$ cat config.mk
export PLATFORM = sky130hd
export DESIGN_NAME = dma_chan_ctrl
export DESIGN_NICKNAME = d
export VERILOG_FILES = /design/src/rtl/dma_cc_pkg.sv /design/src/rtl/dma_cc_ctlreg.sv /design/src/rtl/dma_cc_repcnt.sv /design/src/rtl/dma_cc_seq.sv /design/src/rtl/dma_chan_ctrl.sv
export SDC_FILE = /design/constraint.sdc
export NUM_CORES = 1
export LEC_CHECK = 0
export CORE_AREA = 2 2 54 56
export CTS_BUF_LIST = sky130_fd_sc_hd__clkbuf_8 sky130_fd_sc_hd__clkbuf_16
export DETAILED_ROUTE_END_ITERATION = 10
export DIE_AREA = 0 0 56 58
export DONT_BUFFER_PORTS = 1
export GPL_ROUTABILITY_DRIVEN = 0
export SYNTH_ARGS = -nofsm -noshare
export SYNTH_HDL_FRONTEND = slang
export SYNTH_SLANG_ARGS = --single-unit
$ cat constraint.sdc
create_clock -name clk -period 1.9 [get_ports clk]
set_input_delay 0.38 -clock clk [delete_from_list [all_inputs] [get_ports clk]]
set_output_delay 0.38 -clock clk [all_outputs]
set_load 0.02 [all_outputs]
$ cat src/rtl/dma_cc_pkg.sv
package dma_cc_pkg;

   localparam int unsigned CTL_W      = 8;
   localparam int unsigned BIT_EN     = 7;
   localparam int unsigned BIT_SRST   = 6;
   localparam int unsigned BIT_REP    = 5;
   localparam int unsigned BIT_TRQ    = 4;
   localparam int unsigned BIT_RSV    = 3;
   localparam int unsigned BIT_SINGLE = 2;
   localparam int unsigned BURST_W    = 2;

   typedef enum logic [2:0] {
      ST_IDLE  = 3'd0,
      ST_RUN   = 3'd1,
      ST_WAIT  = 3'd2,
      ST_DRAIN = 3'd3,
      ST_ABORT = 3'd4
   } seq_state_t;

   typedef struct packed {
      logic               en;
      logic               srst;
      logic               rep;
      logic               trq;
      logic               single;
      logic [BURST_W-1:0] burst;
   } ctl_fields_t;

endpackage

$ cat src/rtl/dma_cc_ctlreg.sv
module dma_cc_ctlreg
   import dma_cc_pkg::*;
(
   input  logic             clk,
   input  logic             rst_n,
   input  logic             wr_i,
   input  logic [CTL_W-1:0] wdata_i,
   input  logic             busy_i,
   input  logic             hw_start_i,
   input  logic             hw_last_i,
   input  logic             hw_done_i,
   output ctl_fields_t      fields_o,
   output logic [CTL_W-1:0] rdata_o
);

   ctl_fields_t f_q, f_d;

   always_comb begin
      f_d = f_q;
      if (wr_i) begin
         f_d.en     = wdata_i[BIT_EN];
         f_d.srst   = wdata_i[BIT_SRST] & ~busy_i;
         f_d.rep    = wdata_i[BIT_REP];
         f_d.trq    = wdata_i[BIT_TRQ] & wdata_i[BIT_EN];
         f_d.single = wdata_i[BIT_SINGLE];
         f_d.burst  = wdata_i[BURST_W-1:0];
      end
      // hardware clears win over a coincident bus write
      if (hw_start_i) f_d.trq = 1'b0;
      if (hw_last_i)  f_d.rep = 1'b0;
      if (hw_done_i)  f_d.en  = 1'b0;
   end

   always_ff @(posedge clk or negedge rst_n) begin
      if (!rst_n)        f_q <= '0;
      else if (f_q.srst) f_q <= '0;
      else               f_q <= f_d;
   end

   assign fields_o = f_q;
   assign rdata_o  = {f_q.en, f_q.srst, f_q.rep, f_q.trq, 1'b0, f_q.single, f_q.burst};

   assert_trq_gate_R2: assert property (@(posedge clk) disable iff (!rst_n)
      $rose(f_q.trq) |-> f_q.en);
   assert_srst_idle_R9: assert property (@(posedge clk) disable iff (!rst_n)
      $rose(f_q.srst) |-> !$past(busy_i));
   assert_srst_clears_R9: assert property (@(posedge clk) disable iff (!rst_n)
      f_q.srst |=> (f_q == '0));

endmodule

$ cat src/rtl/dma_cc_repcnt.sv
module dma_cc_repcnt #(
   parameter int unsigned REP_W = 8
) (
   input  logic             clk,
   input  logic             rst_n,
   input  logic             clr_i,
   input  logic             wr_i,
   input  logic [REP_W-1:0] wdata_i,
   input  logic             dec_i,
   output logic [REP_W-1:0] cnt_o,
   output logic             is_one_o
);

   localparam logic [REP_W-1:0] ONE = REP_W'(1);

   logic [REP_W-1:0] cnt_q;

   always_ff @(posedge clk or negedge rst_n) begin
      if (!rst_n)                    cnt_q <= '0;
      else if (clr_i)                cnt_q <= '0;
      else if (wr_i)                 cnt_q <= wdata_i;
      else if (dec_i && cnt_q != '0) cnt_q <= cnt_q - ONE;
   end

   assign cnt_o    = cnt_q;
   assign is_one_o = (cnt_q == ONE);

   assert_count_dec_R5: assert property (@(posedge clk) disable iff (!rst_n)
      (dec_i && !clr_i && !wr_i && cnt_q != '0) |=> (cnt_q == $past(cnt_q) - ONE));
   assert_count_clr_R9: assert property (@(posedge clk) disable iff (!rst_n)
      clr_i |=> (cnt_q == '0));

endmodule

$ cat src/rtl/dma_cc_seq.sv
module dma_cc_seq
   import dma_cc_pkg::*;
#(
   parameter bit LAST_HOLD = 1'b0
) (
   input  logic clk,
   input  logic rst_n,
   input  logic en_i,
   input  logic trq_i,
   input  logic rep_i,
   input  logic single_i,
   input  logic srst_i,
   input  logic cnt_one_i,
   input  logic blk_done_i,
   input  logic buf_empty_i,
   output logic start_o,
   output logic last_start_o,
   output logic complete_o,
   output logic busy_o,
   output logic abort_o,
   output logic last_o
);

   seq_state_t st_q, st_d;
   logic       last_q;
   logic       last_now;

   assign last_now = ~rep_i | cnt_one_i;

   always_comb begin
      st_d       = st_q;
      start_o    = 1'b0;
      complete_o = 1'b0;
      unique case (st_q)
         ST_IDLE: begin
            if (en_i && trq_i && !srst_i) begin
               start_o = 1'b1;
               st_d    = ST_RUN;
            end
         end
         ST_RUN: begin
            if (!en_i) st_d = ST_DRAIN;
            else if (blk_done_i) begin
               if (last_q) begin
                  complete_o = 1'b1;
                  st_d       = ST_IDLE;
               end else begin
                  st_d = ST_WAIT;
               end
            end
         end
         ST_WAIT: begin
            if (!en_i) st_d = ST_DRAIN;
            else if (!single_i || trq_i) begin
               start_o = 1'b1;
               st_d    = ST_RUN;
            end
         end
         ST_DRAIN: if (buf_empty_i) st_d = ST_ABORT;
         ST_ABORT: st_d = ST_IDLE;
         default:  st_d = ST_IDLE;
      endcase
   end

   always_ff @(posedge clk or negedge rst_n) begin
      if (!rst_n) begin
         st_q   <= ST_IDLE;
         last_q <= 1'b0;
      end else begin
         st_q <= st_d;
         if (start_o) last_q <= last_now;
      end
   end

   assign last_start_o = start_o & last_now;
   assign busy_o       = (st_q != ST_IDLE);
   assign abort_o      = (st_q == ST_ABORT);

   generate
      if (LAST_HOLD) begin : g_last_hold
         assign last_o = (st_q == ST_RUN) & last_q;
      end else begin : g_last_pulse
         assign last_o = last_start_o;
      end
   endgenerate

   assert_start_busy_R3: assert property (@(posedge clk) disable iff (!rst_n)
      start_o |=> (busy_o && st_q == ST_RUN));
   assert_complete_idle_R4: assert property (@(posedge clk) disable iff (!rst_n)
      complete_o |=> !busy_o);
   assert_abort_pulse_R8: assert property (@(posedge clk) disable iff (!rst_n)
      abort_o |=> (!abort_o && !busy_o));
   assert_drain_hold_R8: assert property (@(posedge clk) disable iff (!rst_n)
      (st_q == ST_DRAIN && !buf_empty_i) |=> (st_q == ST_DRAIN));

endmodule

$ cat src/rtl/dma_chan_ctrl.sv
module dma_chan_ctrl
   import dma_cc_pkg::*;
#(
   parameter int unsigned REP_W     = 8,
   parameter bit          LAST_HOLD = 1'b0
) (
   input  logic             clk,
   input  logic             rst_n,
   input  logic             ctl_wr,
   input  logic [7:0]       ctl_wdata,
   output logic [7:0]       ctl_rdata,
   input  logic             rep_wr,
   input  logic [REP_W-1:0] rep_wdata,
   output logic [REP_W-1:0] rep_rdata,
   output logic             busy,
   output logic             blk_start,
   output logic             blk_last,
   input  logic             blk_done,
   input  logic             buf_empty,
   output logic             blk_abort
);

   generate
      if (REP_W < 1 || REP_W > 16) begin : g_bad_rep_w
         $error("dma_chan_ctrl: REP_W must lie in 1..16");
      end
      if (CTL_W != 8) begin : g_bad_ctl_w
         $error("dma_chan_ctrl: control byte must be 8 bits");
      end
   endgenerate

   ctl_fields_t fields;
   logic        start, last_start, complete, cnt_one;

   dma_cc_ctlreg u_ctlreg (
      .clk        (clk),
      .rst_n      (rst_n),
      .wr_i       (ctl_wr),
      .wdata_i    (ctl_wdata),
      .busy_i     (busy),
      .hw_start_i (start),
      .hw_last_i  (last_start),
      .hw_done_i  (complete),
      .fields_o   (fields),
      .rdata_o    (ctl_rdata)
   );

   dma_cc_repcnt #(.REP_W(REP_W)) u_repcnt (
      .clk      (clk),
      .rst_n    (rst_n),
      .clr_i    (fields.srst),
      .wr_i     (rep_wr),
      .wdata_i  (rep_wdata),
      .dec_i    (start),
      .cnt_o    (rep_rdata),
      .is_one_o (cnt_one)
   );

   dma_cc_seq #(.LAST_HOLD(LAST_HOLD)) u_seq (
      .clk          (clk),
      .rst_n        (rst_n),
      .en_i         (fields.en),
      .trq_i        (fields.trq),
      .rep_i        (fields.rep),
      .single_i     (fields.single),
      .srst_i       (fields.srst),
      .cnt_one_i    (cnt_one),
      .blk_done_i   (blk_done),
      .buf_empty_i  (buf_empty),
      .start_o      (start),
      .last_start_o (last_start),
      .complete_o   (complete),
      .busy_o       (busy),
      .abort_o      (blk_abort),
      .last_o       (blk_last)
   );

   assign blk_start = start;

   assert_last_clears_rep_R5: assert property (@(posedge clk) disable iff (!rst_n)
      (blk_start && last_start) |=> !ctl_rdata[BIT_REP]);
   assert_rsv_zero_R1: assert property (@(posedge clk) disable iff (!rst_n)
      $past(ctl_wr) |-> !ctl_rdata[BIT_RSV]);

endmodule

==> run_results.csv <==
group,metric,value,unit
floorplanning,die_area,3250,sq um
synthesis,yosys_register_bits,19,
synthesis,syn_inst,130,
power_and_ir_drop,powerDensity,1180,nW/um^2
placed_design,hpwl,1950,microns
global_route,grt_use_met2,31.4,%
synthesis,syn_avg_cell_area,9.30,sq um
setup_path,crit_chain,"or3_4, nor4_4, nand2_2, a21oi_4",
detailed_routing,avgRoutedWirePerCell,15.2,microns
timing,fin_crit,1.95,ns
global_route,grt_overflow,0,
floorplanning,initial_core_util,45.4,%
floorplanning,die_h,58,microns
layout,drive_above_1_share,32.2,%
detailed_routing,drt-total-wl,2680,microns
layout,synthToLayoutAreaGrowth,23.4,%
clocking,cts-root-buf,"clkbuf_8",
synthesis,syn_area,1210,sq um
setup_path,slowest_stage,"or3_4",
timing,hold_viol_final,0,
setup_path,crit_type,"register to primary output",
timing,slew_violations,0,
floorplanning,std_cell_rows,19,
setup_path,crit_path_start,"u_repcnt.cnt_o[5]",
setup_path,crit_arrival,1.57,ns
setup_path,r2r-end,"u_repcnt.cnt_o[6]",
setup_path,worstSetupEndpoint,"blk_last",
clocking,cts.clk_slew.worst_paths,0.08,ns
timing,tightestPinTransition,0.864,ns
synthesis,synth.net_count,155,
setup_path,worst_setup_path_end_kind,"primary output",
clocking,cts_inserted_buffers,3,
timing,rsz0062_at_grt,"true",
setup_path,reg2reg_depth,7,
timing,fin_crit_sh,102,%
placed_design,place_ws,-0.0197,ns
global_route,grt.total_usage,17.6,%
timing,setup_tns,-0.0453,ns
detailed_routing,routed_via_density,5.60,
global_route,gr-usage-met1,21.0,%
global_route,busiest_layer,"met2",
setup_path,cp_max_fo,2,
setup_path,worstReg2RegStart,"u_repcnt.cnt_o[0]",
power_and_ir_drop,peakVddDrop,693,uV
status,failed_checks,"setup timing",
placed_design,io_buffers,0,
power_and_ir_drop,leakage,0.665,nW
layout,final_cell_area,1490,sq um
setup_path,slowest_delay,0.41,ns
layout,nFillCells,231,
detailed_routing,drc,0,
setup_path,critical_path.top_delay_family,"simple AND/OR/NAND/NOR gates",
global_route,grt_pass1_vias,981,
global_route,antenna_found_initial,0,
timing,setup_ws,-0.0453,ns
setup_path,rrSetupSlack,0.06,ns
floorplanning,die_width,56,microns
detailed_routing,first_pass_iters,4,
global_route,grt_max_degree,20,
global_route,grt_util_met3,5.36,%
setup_path,cp.depth,4,
clocking,cts_tree,"done",
floorplanning,core,2660,sq um
clocking,cts_sinks,19,
timing,clock_skew,0.00698,ns
layout,diodes,0,
detailed_routing,via_count,992,
timing,setup_viol,1,
clocking,clk_latency,0.26,ns
detailed_routing,drtIter0Drc,15,
clocking,clock_path_buffers,2,
synthesis,yosys_warnings,0,
hold_path,hp-class,"primary input to register",
setup_path,critPathBufInv,0,
status,status,"finished with violations",
global_route,grt_pass1_wl,4490,microns
layout,nNetsFinal,172,
timing,fmax,514,MHz
floorplanning,io_pins,42,
placed_design,placed_cell_area,1330,sq um
synthesis,synth_seq_area_share,39.3,%
timing,slew_headroom,42.2,%
synthesis,synth_cell_type_count,39,
clocking,htree_levels,1,
setup_path,cp_data_required_time,1.52,ns
detailed_routing,drtAntennaViolNets,0,
setup_path,start_kind,"register",
job,drv_cap,0,
## flip-flops by register name (all words and copies together), names as in the netlist
name / cells
u_repcnt.cnt_o: 8
u_ctlreg.fields_o: 7
u_seq.last_q: 1
u_seq.st_q: 3
## final cells by class
cell class | count | area [sq um] | share of cell area [%]
multi-input cells | 86 | 698 | 46.8
inverters | 13 | 48.8 | 3.27
repair buffers | 24 | 183 | 12.2
clock buffers | 3 | 41.3 | 2.77
well taps | 31 | 38.8 | 2.60
clock inverters | 1 | 3.75 | 0.252
flip-flops and latches | 19 | 478 | 32.0
## placed cells by master, fill, tap and decap left out, drive strengths merged
master       instances
nor3                 8
dfrtp               19
and4b                2
dlygate4sd3          1
a221oi               1
o21ai                3
a211oi               2
a21oi               10
o21a                 6
o211ai               2
nand2                6
and3                 1
nor3b                3
nand2b               1
a21o                 1
clkbuf               3
a2111oi              2
inv                 14
or4b                 1
xnor2                2
buf                 23
nor2                 8
nand3b               1
or3                  3
ha                   3
a31oi                1
nor4                 4
nand4bb              1
xor2                 3
nor2b                3
conb                 1
mux2i                6
or2                  1
## logic make-up (layout without fill, tap and decap cells)
logic type	count (synthesis)	after routing	synth area share, %
AOI/OAI and AO/OA	28	28	17.3
xor gates and xnor gates	5	5	3.62
adders and majority gates	3	3	3.11
buffers and inverters	25	41	9.83
DFF	19	19	39.3
muxes	6	6	4.97
other	1	1	0.310
and+or+nand+nor	43	43	21.5
## per-layer routing
layer / up-vias / part of all wire, % / wire length [microns]
met5: - / 0 / 0
met4: 0 / 0.37 / 10
met3: 2 / 5.8 / 156
met2: 19 / 50 / 1330
met1: 491 / 44 / 1190
li1: 480 / - / -
## through the flow
stage | utilization, % | hold slack (ns) | total power, mW | cells
after global placement | 49.8 | 0.0849 | 1.38 | 168
after global routing | 56.0 | 0.191 | 1.88 | 177
after floorplan | - | 0.0844 | 1.19 | 130
after CTS | 53.6 | 0.196 | 1.72 | 173
final | 56.0 | 0.199 | 1.76 | 177
after detailed placement | 49.8 | 0.0849 | 1.40 | 168
## how the worst min path moves through the flow
stage	slack, ns	from	endpoint	cells past startpoint
after global placement	0.08	rst_n	u_seq.st_q[0]	0
after detailed placement	0.08	rst_n	u_seq.st_q[0]	0
after global routing	0.19	rep_wr	u_repcnt.cnt_o[6]	1
after floorplan	0.08	rst_n	u_ctlreg.fields_o[0]	0
final	0.20	rep_wr	u_repcnt.cnt_o[2]	1
after CTS	0.20	rep_wr	u_repcnt.cnt_o[2]	1
## what timing repair did
item                       4_1_cts  5_1_grt
hold buffers                     1        0
cloned                           0        0
setup endpoints to repair        3        4
gates resized for setup          7        6
pin swaps                        4        5
buffers inserted                 0        4
hold endpoints to repair        19        0
## synthesized netlist by cell type
cell type,number,area [sq um]
a21oi_1,9,45.0
inv_1,13,48.8
nor3b_1,3,22.5
mux2i_1,6,60.1
or4b_4,1,13.8
a211oi_1,2,15.0
a221oi_1,1,8.76
xnor2_1,2,17.5
dfrtp_1,19,475
o211ai_1,1,7.51
nand4bb_1,1,11.3
buf_4,6,45.0
or2_1,1,6.26
nor4_1,4,25.0
nor3_1,7,35.0
nand2b_1,1,6.26
a21o_1,1,7.51
and3_1,1,6.26
a21oi_4,1,16.3
nand3b_1,1,7.51
conb_1,1,3.75
buf_1,1,3.75
nor3_2,1,10.0
buf_2,2,10.0
o21a_1,6,45.0
ha_1,3,37.5
and4b_1,1,10.0
nor2_1,7,26.3
nor2b_1,3,18.8
o211ai_2,1,12.5
clkbuf_1,3,11.3
o21ai_0,3,15.0
xor2_1,3,26.3
and4b_4,1,13.8
a2111oi_2,2,30.0
nor2_2,1,6.26
nand2_1,6,22.5
a31oi_1,1,6.26
or3_1,3,18.8
## where the power goes
| group | internal (mW) | total [mW] | switching, mW | leakage, nW |
|---|---|---|---|---|
| Clock | 0.144 | 0.280 | 0.136 | 0.0269 |
| Combinational | 0.369 | 0.857 | 0.488 | 0.413 |
| Sequential | 0.520 | 0.623 | 0.103 | 0.225 |
| Total | 1.03 | 1.76 | 0.727 | 0.665 |
## worst register-to-register path, delay by kind of cell (launching register included)
kind	cells	cell delay, ns
buf+inv	1	0.06
fa+ha+maj	1	0.12
compound gates	2	0.35
simple gates	3	0.79
flops	1	0.41
Power figures use the tool's default switching activity.
